$ cat src/rtl/dac_front_pkg.sv
// Package: shared widths and the command word layout for the serial DAC front end.
package dac_front_pkg;
    localparam int ADDR_W = 8;
    localparam int DATA_W = 16;
    localparam int WORD_W = ADDR_W + DATA_W;

    // Command word: address in the upper byte, payload in the lower bits.
    typedef struct packed {
        logic [ADDR_W-1:0] addr;
        logic [DATA_W-1:0] data;
    } cmd_word_t;
endpackage

$ cat src/rtl/dfe_sync.sv
// Module: dfe_sync
// Carries a single-bit input through STAGES flops. The input is assumed
// synchronous to clk. The chain gives a fixed, known delay and a clean
// registered level for the edge detectors. STAGES must be at least 1.
module dfe_sync #(
    parameter int STAGES = 2
) (
    input  logic clk,
    input  logic rst_n,
    input  logic d,
    output logic q
);
    logic [STAGES-1:0] st;

    genvar g;
    generate
        for (g = 0; g < STAGES; g++) begin : g_stage
            if (g == 0) begin : g_first
                // Purpose: first flop samples the raw input.
                always_ff @(posedge clk) begin
                    if (!rst_n) st[0] <= 1'b0;
                    else        st[0] <= d;
                end
            end else begin : g_next
                // Purpose: later flops pass the level down the chain.
                always_ff @(posedge clk) begin
                    if (!rst_n) st[g] <= 1'b0;
                    else        st[g] <= st[g-1];
                end
            end
        end
    endgenerate

    assign q = st[STAGES-1];
endmodule

$ cat src/rtl/dfe_rise.sv
// Module: dfe_rise
// Turns a registered level into a one-cycle pulse on its 0->1 transition.
// Assumes the level comes from a flop, so the pulse is glitch free.
module dfe_rise (
    input  logic clk,
    input  logic rst_n,
    input  logic lvl,
    output logic rise
);
    logic prev;

    // Purpose: remember last cycle's level.
    always_ff @(posedge clk) begin
        if (!rst_n) prev <= 1'b0;
        else        prev <= lvl;
    end

    assign rise = lvl & ~prev;
endmodule

$ cat src/rtl/dfe_shifter.sv
// Module: dfe_shifter
// Serial-in shift register for command words, MSB first. It shifts only
// when shift_en pulses. It holds its contents otherwise, including
// across clear.
module dfe_shifter #(
    parameter int WIDTH = 24
) (
    input  logic             clk,
    input  logic             rst_n,
    input  logic             shift_en,
    input  logic             bit_in,
    output logic [WIDTH-1:0] word
);
    // Purpose: move older bits up and insert the new bit at bit 0.
    always_ff @(posedge clk) begin
        if (!rst_n)        word <= '0;
        else if (shift_en) word <= {word[WIDTH-2:0], bit_in};
    end
endmodule

$ cat src/rtl/dfe_regs.sv
// Module: dfe_regs
// Decodes the held word on a latch pulse and keeps the DAC data and
// control registers. A clear pulse sets a zero-override flag and touches
// no stored value. A DAC data latch without a simultaneous clear drops
// the override. Clear has priority when both pulse together.
module dfe_regs
    import dac_front_pkg::*;
#(
    parameter logic [ADDR_W-1:0] DAC_ADDR  = 8'h01,
    parameter logic [ADDR_W-1:0] CTRL_ADDR = 8'h55,
    parameter int                EN_BIT    = 0
) (
    input  logic              clk,
    input  logic              rst_n,
    input  logic              latch_go,
    input  logic              clear_go,
    input  cmd_word_t         held,
    output logic [DATA_W-1:0] code,
    output logic              enable
);
    logic [DATA_W-1:0] data_q;
    logic [DATA_W-1:0] ctrl_q;
    logic              zeroed_q;
    logic              hit_dac;
    logic              hit_ctrl;

    assign hit_dac  = latch_go && (held.addr == DAC_ADDR);
    assign hit_ctrl = latch_go && (held.addr == CTRL_ADDR);

    // Purpose: DAC data register, written only by a DAC data latch.
    always_ff @(posedge clk) begin
        if (!rst_n)       data_q <= '0;
        else if (hit_dac) data_q <= held.data;
    end

    // Purpose: control register, written only by a control latch.
    always_ff @(posedge clk) begin
        if (!rst_n)        ctrl_q <= '0;
        else if (hit_ctrl) ctrl_q <= held.data;
    end

    // Purpose: zero-override flag; clear sets it and wins, a DAC latch drops it.
    always_ff @(posedge clk) begin
        if (!rst_n)        zeroed_q <= 1'b0;
        else if (clear_go) zeroed_q <= 1'b1;
        else if (hit_dac)  zeroed_q <= 1'b0;
    end

    assign code   = zeroed_q ? '0 : data_q;
    assign enable = ctrl_q[EN_BIT];
endmodule

$ cat src/rtl/serial_dac_front.sv
// Module: serial_dac_front (top)
// Digital front end of a serial DAC. It aligns the serial clock, data,
// latch and clear inputs through equal register chains. It detects
// their rising edges, shifts command words in, and executes the held
// word on latch. All inputs are assumed synchronous to clk.
module serial_dac_front
    import dac_front_pkg::*;
#(
    parameter int                SYNC_STAGES = 2,
    parameter logic [ADDR_W-1:0] DAC_ADDR    = 8'h01,
    parameter logic [ADDR_W-1:0] CTRL_ADDR   = 8'h55,
    parameter int                EN_BIT      = 0
) (
    input  logic              clk,
    input  logic              rst_n,
    input  logic              ser_clk,
    input  logic              ser_din,
    input  logic              latch_pulse,
    input  logic              clear_pulse,
    output logic [DATA_W-1:0] dac_code,
    output logic              drive_en
);
    localparam int N_PULSE = 3;

    logic [N_PULSE-1:0] raw_in;
    logic [N_PULSE-1:0] lvl_s;
    logic [N_PULSE-1:0] rise_s;
    logic               din_s;
    logic               sclk_rise;
    logic               latch_rise;
    logic               clr_rise;
    logic [WORD_W-1:0]  shreg;

    assign raw_in = {clear_pulse, latch_pulse, ser_clk};

    genvar k;
    generate
        for (k = 0; k < N_PULSE; k++) begin : g_pulse
            dfe_sync #(.STAGES(SYNC_STAGES)) u_sync (
                .clk(clk), .rst_n(rst_n), .d(raw_in[k]), .q(lvl_s[k])
            );
            dfe_rise u_rise (
                .clk(clk), .rst_n(rst_n), .lvl(lvl_s[k]), .rise(rise_s[k])
            );
        end
    endgenerate

    // Data bit uses the same delay so it lines up with the clock edge.
    dfe_sync #(.STAGES(SYNC_STAGES)) u_din_sync (
        .clk(clk), .rst_n(rst_n), .d(ser_din), .q(din_s)
    );

    assign sclk_rise  = rise_s[0];
    assign latch_rise = rise_s[1];
    assign clr_rise   = rise_s[2];

    dfe_shifter #(.WIDTH(WORD_W)) u_shift (
        .clk(clk), .rst_n(rst_n), .shift_en(sclk_rise),
        .bit_in(din_s), .word(shreg)
    );

    dfe_regs #(
        .DAC_ADDR(DAC_ADDR), .CTRL_ADDR(CTRL_ADDR), .EN_BIT(EN_BIT)
    ) u_regs (
        .clk(clk), .rst_n(rst_n), .latch_go(latch_rise), .clear_go(clr_rise),
        .held(cmd_word_t'(shreg)), .code(dac_code), .enable(drive_en)
    );
endmodule

$ cat config.mk
export PLATFORM = sky130hd
export DESIGN_NAME = serial_dac_front
export DESIGN_NICKNAME = d
export VERILOG_FILES = /design/src/rtl/dac_front_pkg.sv /design/src/rtl/dfe_sync.sv /design/src/rtl/dfe_rise.sv /design/src/rtl/dfe_shifter.sv /design/src/rtl/dfe_regs.sv /design/src/rtl/serial_dac_front.sv
export SDC_FILE = /design/constraint.sdc
export NUM_CORES = 1
export LEC_CHECK = 0
export BUFFER_PORTS_ARGS = -buffer_cell sky130_fd_sc_hd__buf_2
export CORE_ASPECT_RATIO = 0.8
export CORE_MARGIN = 1.5
export CORE_UTILIZATION = 25
export CTS_CLUSTER_DIAMETER = 80
export DETAILED_ROUTE_END_ITERATION = 16
export SYNTH_ARGS = -nofsm -noshare
export SYNTH_HDL_FRONTEND = slang
export SYNTH_SLANG_ARGS = --single-unit
$ cat constraint.sdc
create_clock -name clk -period 3.85 [get_ports clk]
set_input_delay 0.385 -clock clk [delete_from_list [all_inputs] [get_ports clk]]
set_output_delay 0.385 -clock clk [all_outputs]
set_load 0.01 [all_outputs]
==> results of run 1 <==
[worst min-delay path by stage]
stage,startpoint,to
floorplan,g_pulse[2].u_sync.q$_SDFF_PN0_,g_pulse[2].u_rise.prev$_SDFF_PN0_
global placement,g_pulse[2].u_rise.prev$_SDFF_PN0_,u_regs.zeroed_q$_SDFFE_PN0P_
detailed placement,g_pulse[0].u_sync.st[0]$_SDFF_PN0_,g_pulse[0].u_sync.q$_SDFF_PN0_
CTS,clear_pulse,g_pulse[2].u_sync.st[0]$_SDFF_PN0_
global route,clear_pulse,g_pulse[2].u_sync.st[0]$_SDFF_PN0_
finish,clear_pulse,g_pulse[2].u_sync.st[0]$_SDFF_PN0_
[synthesized netlist by cell type]
master	number	area share, %
inv_1	1	0.18
dfxtp_1	53	52
nand2_1	83	15
o22ai_1	1	0.31
nor4b_2	1	0.73
nor3_1	1	0.24
and2_1	10	3.1
buf_2	6	1.5
and3_1	2	0.61
buf_12	1	0.98
nand2b_1	1	0.31
nand3_1	1	0.24
a21boi_0	24	8.8
buf_6	1	0.55
clkbuf_1	9	1.6
nor3b_1	1	0.37
nor2b_1	17	5.2
mux2i_1	17	8.3
[worst max-delay path, stage by stage, from the launching register on]
cell and delay, ns:
dfxtp_1 0.34, nor4b_2 0.30, and3_1 0.81, mux2i_1 0.26
[cells by family (layout without fill, tap and decap cells)]
group / after synthesis / count (layout) / synth area share (%)
AO/OA/AOI/OAI: 25 / 25 / 9.102
buffers and inverters: 18 / 31 / 4.826
flip-flops: 53 / 53 / 51.80
multiplexers: 17 / 17 / 8.308
AND/OR/NAND/NOR: 117 / 117 / 25.96
[state kept, by name, indices dropped and copies added (netlist names)]
name and count:
g_pulse.u_rise.prev 3, u_regs.ctrl_q 1, u_regs.data_q 16, g_pulse.u_sync.st 3, u_din_sync.st 1, u_regs.zeroed_q 1, u_shift.word 24, u_din_sync.q 1
g_pulse.u_sync.q 3
[through the flow]
stage / std cells / hold slack (ns) / cell area [µm²]
2_1_floorplan: 230 / 0.4044 / 2048
5_1_grt: 351 / 0.2734 / 2296
3_3_place_gp: 343 / 0.4125 / 2201
3_5_place_dp: 343 / 0.4206 / 2201
6_report: 351 / 0.2777 / 2296
4_1_cts: 351 / 0.2649 / 2296
[layer usage]
layer  part of all wire, %  vias up  GRT usage [%]  routed length (µm)
li1                      -      750              -                   -
met4                   1.4        0          3.409                  46
met3                   5.5        5          2.810                 187
met2                    39       28          12.46                1326
met5                     0        -              0                   0
met1                    54      590          11.04                1827
[power breakdown]
| part | total [mW] | leakage (nW) | switching (mW) | internal [mW] |
|---|---|---|---|---|
| sequential | 0.557 | 0.429 | 0.00402 | 0.553 |
| combinational | 0.0249 | 0.354 | 0.0166 | 0.00832 |
| clock | 0.322 | 0.0423 | 0.190 | 0.132 |
| total | 0.905 | 0.826 | 0.211 | 0.694 |
[cell type report]
class / count / area [µm²] / share of cell area [%]
well taps: 108 / 135.1 / 5.886
clock buffers: 5 / 68.82 / 2.997
inverters: 1 / 3.754 / 0.1635
repair buffers: 22 / 110.1 / 4.796
flip-flops and latches: 53 / 1061 / 46.21
multi-input cells: 159 / 890.9 / 38.80
clock inverters: 3 / 26.28 / 1.144
==> results_dict.tcl, run 1 <==
set metrics [dict create \
    maxCapViolCount 0 \
    fin_crit_ns 1.785 \
    drt-total-wl_mm 3.388 \
    drtIter0Drc 71 \
    worstMarginPinSlew_ns 1.040 \
    synth.ff_latch_count 53 \
    clockBufferDepth 2 \
    crit_arrival_ns 2.02 \
    core_area_mm2 0.007946 \
    utilization_pct 28.89 \
    die_w_um 104.2 \
    endpoint "u_regs.data_q[13]$_SDFFE_PN0P_" \
    synth_area_mm2 0.002048 \
    numCtsBuffers 5 \
    power.density_mw_per_mm2 394.0 \
    setup_tns_ns 0 \
    total_power_uw 904.7 \
    clockRootBuffer "clkbuf_8" \
    via_per_inst 3.912 \
    die-area_mm2 0.008749 \
    overflow 0 \
    min_path_cells 2 \
    reg2reg_from "u_shift.word[19]$_SDFFE_PN0P_" \
    startpoint "u_shift.word[19]$_SDFFE_PN0P_" \
    clk_latency_ns 0.31 \
    post-place-ws_ns 2.038 \
    slew_violations 0 \
    grt_use_total_pct 8.358 \
    slew_headroom_pct 30.70 \
    port_buffers 22 \
    cts_tree "done" \
    yosysSeqAreaShare_pct 51.80 \
    synth_area_per_cell_um2 8.905 \
    skew_ns 0.009288 \
    holdBufCountCts 0 \
    syn_to_final_growth_pct 12.10 \
    htree_levels 2 \
    fmax_mhz 560.1 \
    dp_hpwl_mm 2.182 \
    layout_commonest_cell "nand2_1" \
    r2r_slack_ns 2.06 \
    rsz0062_at_grt "false" \
    hold_path.class "input port to flip-flop" \
    cts_sinks 53 \
    worst_slack_ns 2.065 \
    wl_per_cell_um 9.652 \
    ir_drop_uv 164.6 \
    grt_max_degree 70 \
    antenna_found_initial 0 \
    num_rows 29 \
    grt_pass1_wl_mm 5.837 \
    leakagePower_nw 0.8256 \
    drcViolationCount 0 \
    final_cell_mix "83 x nand2_1, 53 x dfxtp_1, 24 x a21boi_0" \
    nNetsFinal 248 \
    finalHoldViolations 0 \
    drive_gt1_share_pct 13.17 \
    reg2reg_to "u_regs.data_q[13]$_SDFFE_PN0P_" \
    path_class "flip-flop to flip-flop" \
    gp_congestion 0.7303 \
    syn_nets 236 \
    cp-end-kind "flip-flop" \
    netlist_instances 230 \
    reg2reg_depth 3 \
    status "complete, no violations" \
    postCtsSetupBuffers 0 \
    required_ns 4.09 \
    fin_crit_sh_pct 46.37 \
    path_max_fanout 17 \
    n_antenna_cell 0 \
    ios 23 \
    fillers 850 \
    drtPass1Iterations 4 \
    die_h_um 83.96 \
    path_clk_slew_ns 0.10 \
    ys_types 18 \
    vias 1373 \
    yosysWarnings 0 \
    post_cts_resized 0 \
    initial_core_util_pct 25.78 \
    grt_pass1_vias 1264 \
    cp-start-kind "flip-flop" \
    setup_viol_count_final 0 \
    antenna_left 0 \
]
Power figures use the tool's default switching activity.
==> run 2, diff against run 1 <==
clock period = 1.5 ns   (was 3.85 ns; I/O delays follow)
==> run 2 against run 1 <==
Non-clock buffer count is 6 higher. Clock skew is 0.00070 ns lower. Final area is 3.1% higher. Final cell count is 1.7% higher. Hold slack worse by 0.23 ns. Routed wire length is 1.4% higher. Critical path type unchanged.
==> results_dict.tcl, run 2 (synthesized netlist as in run 1, its figures left out) <==
set metrics [dict create \
    route.met2.wl_mm 1.314 \
    pwr-share-seq_pct 61.9 \
    path_clk_slew_ns 0.09 \
    skew_ns 0.008589 \
    grt_pass1_vias 1326 \
    p_sw_uw 514.1 \
    swShare_pct 22.33 \
    final_cell_mix "83 x nand2_1, 53 x dfxtp_1, 24 x a21boi_0" \
    fin_crit_sh_pct 88.83 \
    cp-start-kind "flip-flop" \
    ios 23 \
    holdBufCountCts 0 \
    status "complete, no violations" \
    ir_drop_uv 404.5 \
    layout_commonest_cell "nand2_1" \
    grt_max_degree 28 \
    overflow 0 \
    intPower_mw 1.788 \
    grt_use_total_pct 8.510 \
    initial_core_util_pct 25.78 \
    cp_cell_sequence "nor4b_2 -> and3_1 -> buf_12 -> mux2i_1" \
    drtIter0Drc 57 \
    crit_path_top_delay_cell "dfxtp_1" \
    vias 1410 \
    numCtsBuffers 5 \
    drt-total-wl_mm 3.435 \
    via_per_inst 3.950 \
    hold_path.class "input port to flip-flop" \
    slew_headroom_pct 69.48 \
    dp_hpwl_mm 2.255 \
    finalHoldViolations 0 \
    top_layer_used "met4" \
    design_area_mm2 0.002367 \
    die-area_mm2 0.008749 \
    power.density_mw_per_mm2 972.5 \
    crit_arrival_ns 1.57 \
    die_w_um 104.2 \
    fillers 840 \
    postCtsSetupBuffers 0 \
    slew_violations 0 \
    wl_met1_mm 1.927 \
    clkPwrFrac_pct 34.4 \
    worstMarginPinSlew_ns 0.4577 \
    reg.largest.list "u_shift.word x24, u_regs.data_q x16" \
    largest-register "u_shift.word" \
    rsz0062_at_grt "false" \
    post-place-ws_ns 0.1749 \
    wl_met3_um 141 \
    core_area_mm2 0.007946 \
    worst_slack_ns 0.1675 \
    fin_crit_ns 1.332 \
    path_delay_family "simple AND/OR/NAND/NOR gates" \
    path_buf_inv 1 \
    path_max_fanout 17 \
    clockBufferDepth 2 \
    drtPass1Iterations 4 \
    place_area_mm2 0.002281 \
    gp_congestion 0.7133 \
    post_cts_resized 0 \
    cts_tree "done" \
    cp-end-kind "flip-flop" \
    nNetsFinal 254 \
    crit_path_max_incr_delay_ns 0.34 \
    grt_pass1_wl_mm 6.051 \
    combPwrFrac_pct 3.7 \
    drcViolationCount 0 \
    cts_sinks 53 \
    wl_per_cell_um 9.622 \
    num_rows 29 \
    leakagePower_nw 0.8705 \
    antenna_left 0 \
    antenna_found_initial 0 \
    syn_to_final_growth_pct 15.58 \
    fmax_mhz 750.5 \
    setup_viol_count_final 0 \
    setup_tns_ns 0 \
    htree_levels 2 \
    die_h_um 83.96 \
    largest_reg_flops 24 \
    clk_latency_ns 0.30 \
    drive_gt1_share_pct 14.46 \
    clockRootBuffer "clkbuf_8" \
    port_buffers 22 \
    maxCapViolCount 0 \
    required_ns 1.73 \
    n_antenna_cell 0 \
    path_class "flip-flop to flip-flop" \
]
[run 2: cell types whose count changed in the layout (fill, tap and decap cells not counted)]
cell	before	now
buf_12	0	3
clkinv_2	0	1
inv_8	1	0
clkbuf_1	0	1
clkinvlp_4	2	0
inv_6	0	1
buf_4	0	3
nor2b_1	16	17
nor2b_2	1	0
[run 2: cell type report]
cell class	count	area, µm²	share of cell area, %
multi-input combinational	159	888.4	37.53
clock inverter	2	13.76	0.5814
clock buffer	6	72.57	3.066
sequential	53	1061	44.82
inverter	1	3.754	0.1586
tap	108	135.1	5.708
timing repair buffer	28	192.7	8.140
[run 2: routing by layer]
layer,vias to the layer above,global-route usage (%)
li1,762,-
met1,615,11.33
met2,26,12.64
met3,7,2.810
met4,0,3.409
met5,-,0
[run 2: stage by stage]
step | instances | utilization (%) | hold WS (ns) | power (mW)
floorplan | 230 | - | 0.2773 | 1.515
global placement | 349 | 28.70 | 0.3596 | 1.545
detailed placement | 349 | 28.70 | 0.3597 | 1.546
CTS | 357 | 29.79 | 0.03423 | 2.345
global route | 357 | 29.79 | 0.04004 | 2.402
finish | 357 | 29.79 | 0.04904 | 2.302
[run 2: final timing paths]
| kind | end | start | cells after the start | slack, ns |
|---|---|---|---|---|
| setup / recovery | u_regs.data_q[9]$_SDFFE_PN0P_ | u_shift.word[19]$_SDFFE_PN0P_ | 4 | 0.17 |
| hold / removal | g_pulse[0].u_sync.st[0]$_SDFF_PN0_ | ser_clk | 2 | 0.05 |
| setup reg to reg | u_regs.data_q[9]$_SDFFE_PN0P_ | u_shift.word[19]$_SDFFE_PN0P_ | 4 | 0.17 |
| hold reg to reg | u_regs.zeroed_q$_SDFFE_PN0P_ | g_pulse[2].u_rise.prev$_SDFF_PN0_ | 1 | 0.43 |
[run 2: power by group through the flow]
stage          sequential [mW]  clock, mW  combinational [mW]
2_1_floorplan             1.46          0              0.0576
3_3_place_gp              1.46          0              0.0857
3_5_place_dp              1.46          0              0.0867
4_1_cts                   1.43      0.832              0.0868
5_1_grt                   1.43      0.877              0.0959
6_report                  1.43      0.791              0.0852
[run 2: worst reg2reg max path: cells and delay by family, from the launching register on]
kind                   cells  cell delay (ns)
AND/OR/NAND/NOR            2             0.53
flip-flops                 1             0.34
multiplexers               1             0.21
buffers and inverters      1             0.18
